`config.mk`:
```
export PLATFORM = sky130hd
export DESIGN_NAME = banked_irq_ctrl
export DESIGN_NICKNAME = d
export VERILOG_FILES = /design/src/rtl/birq_pkg.sv /design/src/rtl/birq_bank.sv /design/src/rtl/birq_prio.sv /design/src/rtl/banked_irq_ctrl.sv
export SDC_FILE = /design/constraint.sdc
export NUM_CORES = 1
export LEC_CHECK = 0
export ABC_AREA = 0
export BUFFER_PORTS_ARGS = -buffer_cell sky130_fd_sc_hd__buf_2
export CORE_MARGIN = 8
export CORE_UTILIZATION = 50
export CTS_CLUSTER_SIZE = 24
export DETAILED_ROUTE_END_ITERATION = 12
export GPL_ROUTABILITY_DRIVEN = 0
export PLACE_DENSITY = 0.69
export SYNTH_ARGS = -nofsm -noshare
export SYNTH_HDL_FRONTEND = slang
export SYNTH_HIERARCHICAL = 1
export SYNTH_SLANG_ARGS = --single-unit
```
`constraint.sdc`:
```
create_clock -name clk -period 4.6 [get_ports clk]
set_clock_uncertainty 0.05 [all_clocks]
set_input_delay 0.23 -clock clk [delete_from_list [all_inputs] [get_ports clk]]
set_output_delay 0.23 -clock clk [all_outputs]
set_load 0.005 [all_outputs]
```
`src/rtl/birq_pkg.sv`:
```
package birq_pkg;

    localparam int WORD_W = 32;

    typedef enum logic [1:0] {
        RSEL_EVENT  = 2'd0,
        RSEL_ENABLE = 2'd1,
        RSEL_ACK    = 2'd2,
        RSEL_LEVEL  = 2'd3
    } reg_sel_e;

    // Address group (bus_addr[3:2]) occupied by bank b: bank 0 -> 2, bank 1 -> 1
    function automatic logic [1:0] bank_group(input int b);
        return 2'(2 - b);
    endfunction

endpackage

```
`src/rtl/birq_bank.sv`:
```
module birq_bank #(
    parameter int              W        = 32,
    parameter logic [W-1:0]    LVL_MASK = 32'h1ff0_0000
) (
    input  logic         clk,
    input  logic         rst_n,
    input  logic [W-1:0] line_i,
    input  logic         ena_we_i,
    input  logic         ack_we_i,
    input  logic [W-1:0] wdata_i,
    output logic [W-1:0] event_o,
    output logic [W-1:0] enable_o,
    output logic [W-1:0] level_o,
    output logic [W-1:0] pend_o
);

    typedef struct packed {
        logic [W-1:0] line;
        logic [W-1:0] evt;
        logic [W-1:0] ena;
    } bank_st_t;

    bank_st_t st_d, st_q;
    logic [W-1:0] set_v;
    logic [W-1:0] clr_v;

    always_comb begin
        st_d      = st_q;
        set_v     = line_i & ~st_q.line & st_q.ena & ~LVL_MASK;
        clr_v     = ack_we_i ? wdata_i : '0;
        st_d.line = line_i;
        st_d.evt  = (st_q.evt & ~clr_v) | set_v;
        if (ena_we_i) begin
            st_d.ena = wdata_i;
        end
    end

    always_ff @(posedge clk or negedge rst_n) begin
        if (!rst_n) begin
            st_q <= '0;
        end else begin
            st_q <= st_d;
        end
    end

    assign event_o  = st_q.evt;
    assign enable_o = st_q.ena;
    assign level_o  = line_i;
    assign pend_o   = (st_q.evt | (line_i & LVL_MASK)) & st_q.ena;

    // a new event bit needs an enabled rising edge in the previous cycle
    a_r2_event_needs_edge: assert property (@(posedge clk) disable iff (!rst_n)
        1'b1 |=> ((st_q.evt & ~$past(st_q.evt)
                   & ~$past(line_i & ~st_q.line & st_q.ena)) == '0));

    // acknowledged bits without a concurrent set are clear afterwards
    a_r3_ack_clears: assert property (@(posedge clk) disable iff (!rst_n)
        ack_we_i |=> ((st_q.evt & $past(wdata_i & ~set_v)) == '0));

    // the enable register only changes through a write
    a_r4_enable_hold: assert property (@(posedge clk) disable iff (!rst_n)
        !ena_we_i |=> $stable(st_q.ena));

    // level-type positions never hold an event
    a_r5_level_unlatched: assert property (@(posedge clk) disable iff (!rst_n)
        1'b1 |=> ((st_q.evt & LVL_MASK) == '0));

endmodule

```
`src/rtl/birq_prio.sv`:
```
module birq_prio #(
    parameter int N  = 64,
    parameter int IW = $clog2(N)
) (
    input  logic [N-1:0]  req_i,
    output logic [IW-1:0] idx_o,
    output logic          vld_o
);

    always_comb begin
        idx_o = '0;
        vld_o = 1'b0;
        for (int i = 0; i < N; i++) begin
            if (req_i[i]) begin
                idx_o = IW'(i);
                vld_o = 1'b1;
            end
        end
    end

endmodule

```
`src/rtl/banked_irq_ctrl.sv`:
```
module banked_irq_ctrl #(
    parameter int NUM_BANKS = 2,
    parameter int BANK_W    = 32,
    parameter logic [NUM_BANKS*BANK_W-1:0] LVL_MASK = {2{32'h1ff0_0000}},
    localparam int NUM_SRC  = NUM_BANKS * BANK_W,
    localparam int IDX_W    = $clog2(NUM_SRC),
    localparam int AW       = 4
) (
    input  logic               clk,
    input  logic               rst_n,
    input  logic [NUM_SRC-1:0] src_i,
    input  logic               bus_sel_i,
    input  logic               bus_we_i,
    input  logic [AW-1:0]      bus_addr_i,
    input  logic [BANK_W-1:0]  bus_wdata_i,
    output logic [BANK_W-1:0]  bus_rdata_o,
    output logic               irq_o,
    output logic [IDX_W-1:0]   irq_idx_o,
    output logic               irq_idx_vld_o
);
    import birq_pkg::*;

    typedef struct packed {
        logic [BANK_W-1:0] rdata;
        logic              irq;
        logic [IDX_W-1:0]  idx;
        logic              vld;
    } top_st_t;

    top_st_t st_d, st_q;

    logic [1:0]         grp;
    reg_sel_e           rsel;
    logic [NUM_SRC-1:0] pend_all;
    logic [BANK_W-1:0]  b_event [NUM_BANKS];
    logic [BANK_W-1:0]  b_enable[NUM_BANKS];
    logic [BANK_W-1:0]  b_level [NUM_BANKS];
    logic [IDX_W-1:0]   enc_idx;
    logic               enc_vld;

    assign grp  = bus_addr_i[3:2];
    assign rsel = reg_sel_e'(bus_addr_i[1:0]);

    for (genvar b = 0; b < NUM_BANKS; b++) begin : g_bank
        logic hit;
        assign hit = bus_sel_i && bus_we_i && (grp == bank_group(b));

        birq_bank #(
            .W        (BANK_W),
            .LVL_MASK (LVL_MASK[b*BANK_W +: BANK_W])
        ) u_bank (
            .clk      (clk),
            .rst_n    (rst_n),
            .line_i   (src_i[b*BANK_W +: BANK_W]),
            .ena_we_i (hit && (rsel == RSEL_ENABLE)),
            .ack_we_i (hit && (rsel == RSEL_ACK)),
            .wdata_i  (bus_wdata_i),
            .event_o  (b_event[b]),
            .enable_o (b_enable[b]),
            .level_o  (b_level[b]),
            .pend_o   (pend_all[b*BANK_W +: BANK_W])
        );
    end

    birq_prio #(
        .N  (NUM_SRC),
        .IW (IDX_W)
    ) u_prio (
        .req_i (pend_all),
        .idx_o (enc_idx),
        .vld_o (enc_vld)
    );

    always_comb begin
        st_d       = st_q;
        st_d.irq   = |pend_all;
        st_d.idx   = enc_idx;
        st_d.vld   = enc_vld;
        if (bus_sel_i && !bus_we_i) begin
            st_d.rdata = '0;
            for (int b = 0; b < NUM_BANKS; b++) begin
                if (grp == bank_group(b)) begin
                    case (rsel)
                        RSEL_EVENT:  st_d.rdata = b_event[b];
                        RSEL_ENABLE: st_d.rdata = b_enable[b];
                        RSEL_LEVEL:  st_d.rdata = b_level[b];
                        default:     st_d.rdata = '0;
                    endcase
                end
            end
        end
    end

    always_ff @(posedge clk or negedge rst_n) begin
        if (!rst_n) begin
            st_q <= '0;
        end else begin
            st_q <= st_d;
        end
    end

    assign bus_rdata_o   = st_q.rdata;
    assign irq_o         = st_q.irq;
    assign irq_idx_o     = st_q.idx;
    assign irq_idx_vld_o = st_q.vld;

    // request and index qualifier agree
    a_r8_irq_vld_agree: assert property (@(posedge clk) disable iff (!rst_n)
        irq_o == irq_idx_vld_o);

    // the reported source was pending in the cycle it was captured
    a_r8_idx_pending: assert property (@(posedge clk) disable iff (!rst_n)
        irq_idx_vld_o |-> ((($past(pend_all) >> irq_idx_o) & NUM_SRC'(1)) != '0));

    // no source above the reported one was pending
    a_r8_idx_highest: assert property (@(posedge clk) disable iff (!rst_n)
        irq_idx_vld_o |-> ((($past(pend_all) >> irq_idx_o) >> 1) == '0));

    // words outside both banks read zero
    a_r7_unmapped_zero: assert property (@(posedge clk) disable iff (!rst_n)
        (bus_sel_i && !bus_we_i && (grp == 2'd0 || grp == 2'd3)) |=> (bus_rdata_o == '0));

endmodule

```
Word level (Yosys, flattened, before mapping)
Cells that the tools add are included.

Bits in registers: 232. Input bits: 104. Output and inout port bits: 40. Logic and storage cells: 175.

Equality and inequality tests: 5. Mux-type cells: 133. Bitwise operators: 16. Reduce and logical (&&, ||, !) cells: 11.

Operators with widths (number): AND 32 bit (8); 2-to-1 mux 6 bit (32); case mux 32 bit (3 select lines) (2); 2-to-1 mux 32 bit (4); inverter 32 bit (4); 2-to-1 mux 5 bit (16); 2-to-1 mux 1 bit (65); bitwise OR 32 x 29 -> 32 bit (2); bitwise OR 32 bit (2); OR reduction 64 bit (1); 2-to-1 mux 4 bit (8); 2-to-1 mux 3 bit (4); logical AND 1 bit (8); == test 2 bit (second input constant) (3); == test 2 x 1 -> 1 bit (second input constant) (2); 2-to-1 mux 2 bit (2); zero test 2 bit (1); zero test 1 bit (1).

Logic depth before layout (Yosys ltp)
Depth after elaboration: 66. Mapped depth: 8. Gate-level depth less buffers: 7.

Hierarchy
Netlist, hierarchy kept.

By module, submodules not included: birq_bank (times used 2, cells an instance 332, area an instance 4141.5 µm², seq. area each 2177.1 µm²); banked_irq_ctrl (times used 1, cells an instance 403, area an instance 3296.9 µm², seq. area each 1001.0 µm²); birq_prio (times used 1, cells an instance 143, area an instance 827.0 µm², seq. area each 0.0 µm²).

Worst setup path before layout
Ideal clock, no wire load.

Path type: register to register. Start point: reg g_bank[0].u_bank.st_q (netlist bit g_bank[0].u_bank/event_o[24]). End point: reg st_q (netlist bit irq_idx_vld_o). Setup time: 138 ps. Data arrival time: 1631 ps. Data required time: 4412 ps. Slack: 2781 ps. Stages on the path, launching flop included: 6. Buffers on the path: 0. Clock period less this slack: 1819 ps. Cells stage by stage: dfrtp_1 o21a_1 nor4_2 nand3_1 nand2b_1 or4_1.

Longest elaborated chain between the ends: 42.

RTL lines: from (decl) (RTL line birq_bank.sv:23) `bank_st_t st_d, st_q;`; from (signal assigned) (RTL line birq_bank.sv:42) `st_q <= st_d;`; bitwise OR 32 x 29 -> 32 bit (RTL line birq_bank.sv:49) `assign pend_o = (st_q.evt | (line_i & LVL_MASK)) & st_q.ena;`; AND 32 bit (RTL line birq_bank.sv:49); via pend_all[24] (RTL line banked_irq_ctrl.sv:34) `logic [NUM_SRC-1:0] pend_all;`; 2-to-1 mux 1 bit (40 in series) (RTL line birq_prio.sv:14) `if (req_i[i]) begin`; via enc_vld (RTL line banked_irq_ctrl.sv:39) `logic enc_vld;`; to (signal assigned) (RTL line banked_irq_ctrl.sv:98) `st_q <= st_d;`; to (decl) (RTL line banked_irq_ctrl.sv:30) `top_st_t st_d, st_q;`.

The timed path passes the listed nets, and every way through them passes these cells. A chain may end at the register's enable or synchronous reset.

Final worst setup path
Start point: reg g_bank[1].u_bank.st_q (netlist bit g_bank[1].u_bank/enable_o[8]). End point: reg st_q (netlist bit irq_idx_vld_o).

Longest elaborated chain between the ends: 25.

RTL lines (RTL line): from (decl) (birq_bank.sv:23); from (signal assigned) (birq_bank.sv:42); AND 32 bit (birq_bank.sv:49); via pend_all[40] (banked_irq_ctrl.sv:34); 2-to-1 mux 1 bit (24 in series) (birq_prio.sv:14); via enc_vld (banked_irq_ctrl.sv:39).

The timed path passes the listed nets, and every way through them passes these cells.

==> flow_summary.ini <==
[sta]
fin_crit_ns = 2.325
slew_headroom_pct = 21.28
slew_violations = 0
rsz0062_at_grt = false
timing.setup.tns_ns = 0
tightestPinTransition_ns = 1.181
final_hold_viol_count = 0
period_share_pct = 50.54
holdWs_ns = 0.09623
setup_viol = 0
fmax_ghz = 0.4301
fin_ws_ns = 2.275

[synthesis]
synth-xor-area-share_pct = 0
ys_seq_area_share_pct = 43.16
syn-instance-count = 1210
synth-simple-area-share_pct = 12.69
synth_top_area_share_pct = 43.16
yosysMostFrequentCell = dfrtp_1
synth_compound_area_share_pct = 14.34
synth_mux_area_share_pct = 12.79
synth.distinct_cells = 51
synthTopCellsByCount = dfrtp_1 (214), buf_4 (205), nand2_1 (93), nand3_1 (71), mux2i_1 (64)
synth-seq-cells = 214
ys_top_cells_by_area = dfrtp_1 (43%), buf_4 (12%), mux2_4 (7.3%)
synth.avg_cell_area_sq_um = 10.25
synth_top_family_by_area = buffers and inverters
yosys.area.top_type = dfrtp_1
async_reset_ff_share_pct = 100.0
synth-edff-count = 0
synth-main-ff-cell = dfrtp_1
syn_area_sq_um = 12410
syn_nets = 1314
synth_fa_ha_area_share_pct = 0
synth_warnings = 6

[worst_setup_path]
start_kind = flop
r2r_cells = 6
worst-r2r-setup-slack_ns = 2.28
worst_setup_path_end_kind = flop
cp_max_fo = 4
r2r-start = g_bank[1].u_bank/enable_o[8]$_DFFE_PN0P_
regToRegEndpoint = irq_idx_vld_o$_DFF_PN0_
cp_data_required_time_ns = 4.91
timing.setup.critical_path_class = flop to flop
crit_arrival_ns = 2.63

[pwr]
powerDensity_nw_per_um2 = 449.4
leakagePower_nw = 5.952
irDropWorstVdd_v = 0.0002627
p_total_mw = 6.043

[placed_design]
hpwl_um = 20690
dp.cells = 1438
preCtsSetupSlack_ns = 2.189
portBuffers = 143
placed_area_sq_um = 11740

[worst_hold_path]
min-delay-start = src_i[23]
min_to = bus_rdata_o[23]$_DFFE_PN0P_
hold_depth = 5
hp-class = primary input to flop

[run_status]
status = finished clean

[clock_network]
ctsHoldBuffers = 79
htreeDepth = 1
clock_latency_ns = 0.52
cts_tree = done
path_clk_slew_ns = 0.06
cts_made_buffers = 25
post_cts_buffers = 0
post_cts_resized = 0
cts.sinks = 214
cts_root_buffer = clkbuf_16
cts_buffer_depth = 3

[cells_and_area]
synthToLayoutAreaGrowth_pct = 8.370
fin_util_pct = 55.29
antenna_cells = 0
fillers = 2086
final_cells = 1562
fin_area_sq_um = 13450
drive_gt1_share_pct = 22.54
nNetsFinal = 1324

[detailed_routing]
num_vias = 8650
antenna_left = 0
viasPerCell = 5.538
drc = 0
drt_iter0_drc = 915
wl_per_cell_um = 19.48
wl_um = 30420
dr.pass1.iters = 5

[floorplan]
initial_core_util_pct = 51.02
core_sq_um = 24320
top_level_ports = 144
die_h_um = 173.5
fp-row-count = 57
die_x_um = 173.5
die-area_sq_um = 30110

[grt]
grt_max_degree = 129
antenna_found_initial = 0
grt_pass1_vias = 8801
gr-total-overflow = 0
grt_usage_pct = 19.81
grt_pass1_wl_um = 49110

[run]
max-cap-violations = 0
[per-layer routing]
layer	up-vias	share of wire, %	GRT usage (%)
met5	-	0	0
met4	0	1.5	4.240
met3	37	5.7	3.289
met2	246	47	32.35
met1	4265	46	27.26
li1	4102	-	-
[worst max-delay path by stage]
stage | cells after the start | from | endpoint
global placement | 5 | bus_addr_i[0] | g_bank[0].u_bank/enable_o[31]$_DFFE_PN0P_
global route | 6 | g_bank[1].u_bank/enable_o[9]$_DFFE_PN0P_ | irq_idx_vld_o$_DFF_PN0_
floorplan | 5 | g_bank[0].u_bank/event_o[24]$_DFF_PN0_ | irq_idx_vld_o$_DFF_PN0_
finish | 6 | g_bank[1].u_bank/enable_o[8]$_DFFE_PN0P_ | irq_idx_vld_o$_DFF_PN0_
CTS | 6 | g_bank[1].u_bank/enable_o[8]$_DFFE_PN0P_ | irq_idx_vld_o$_DFF_PN0_
detailed placement | 5 | bus_addr_i[0] | g_bank[0].u_bank/enable_o[31]$_DFFE_PN0P_
[layout by cell type, fill, tap and decap left out, drive strengths merged, types with 21 or more instances in the layout]
master,n
nand3,73
dlygate4sd3,79
dfrtp,214
mux2i,64
clkbuf,35
a22oi,32
inv,55
a32o,42
nor4,32
nand2,93
nor2,34
mux2,64
o21ai,105
a21boi,21
buf,151
and2,46
[registers in the layout (all words and copies together) (netlist names)]
signal and cells:
bus_rdata_o 32, irq_idx_vld_o 1, g_bank.u_bank/enable_o 64, g_bank.u_bank/st_q 46, g_bank.u_bank/event_o 64, irq_o 1, irq_idx_o 6
[area by class of cell]
cell class                      count  area (sq um)  share of cell area (%)
Clock buffer                       34         729.5                   5.425
Clock inverter                     11         188.9                   1.405
Inverter                           55         206.4                   1.535
Multi-Input combinational cell    693          4972                   36.98
Sequential cell                   214          5355                   39.83
Tap cell                          324         405.4                   3.015
Timing Repair Buffer              231          1588                   11.81
[critical path: stages (launching register included)]
cell,delay (ns)
dfrtp_1,0.41
and2_1,0.21
nor4_1,0.49
nand2_1,0.15
nor2_2,0.15
nand2_1,0.14
or4_1,0.57
[cells by family after synthesis]
kind of cell,after synthesis
compound gates,260
buf+inv,303
mux,128
simple gates,305
flops,214
[power breakdown]
part           internal (mW)  switching, mW
Clock                   1.39          0.798
Combinational          0.691          0.752
Sequential              2.19          0.226
No activity file was read; power rests on OpenSTA's default activity.
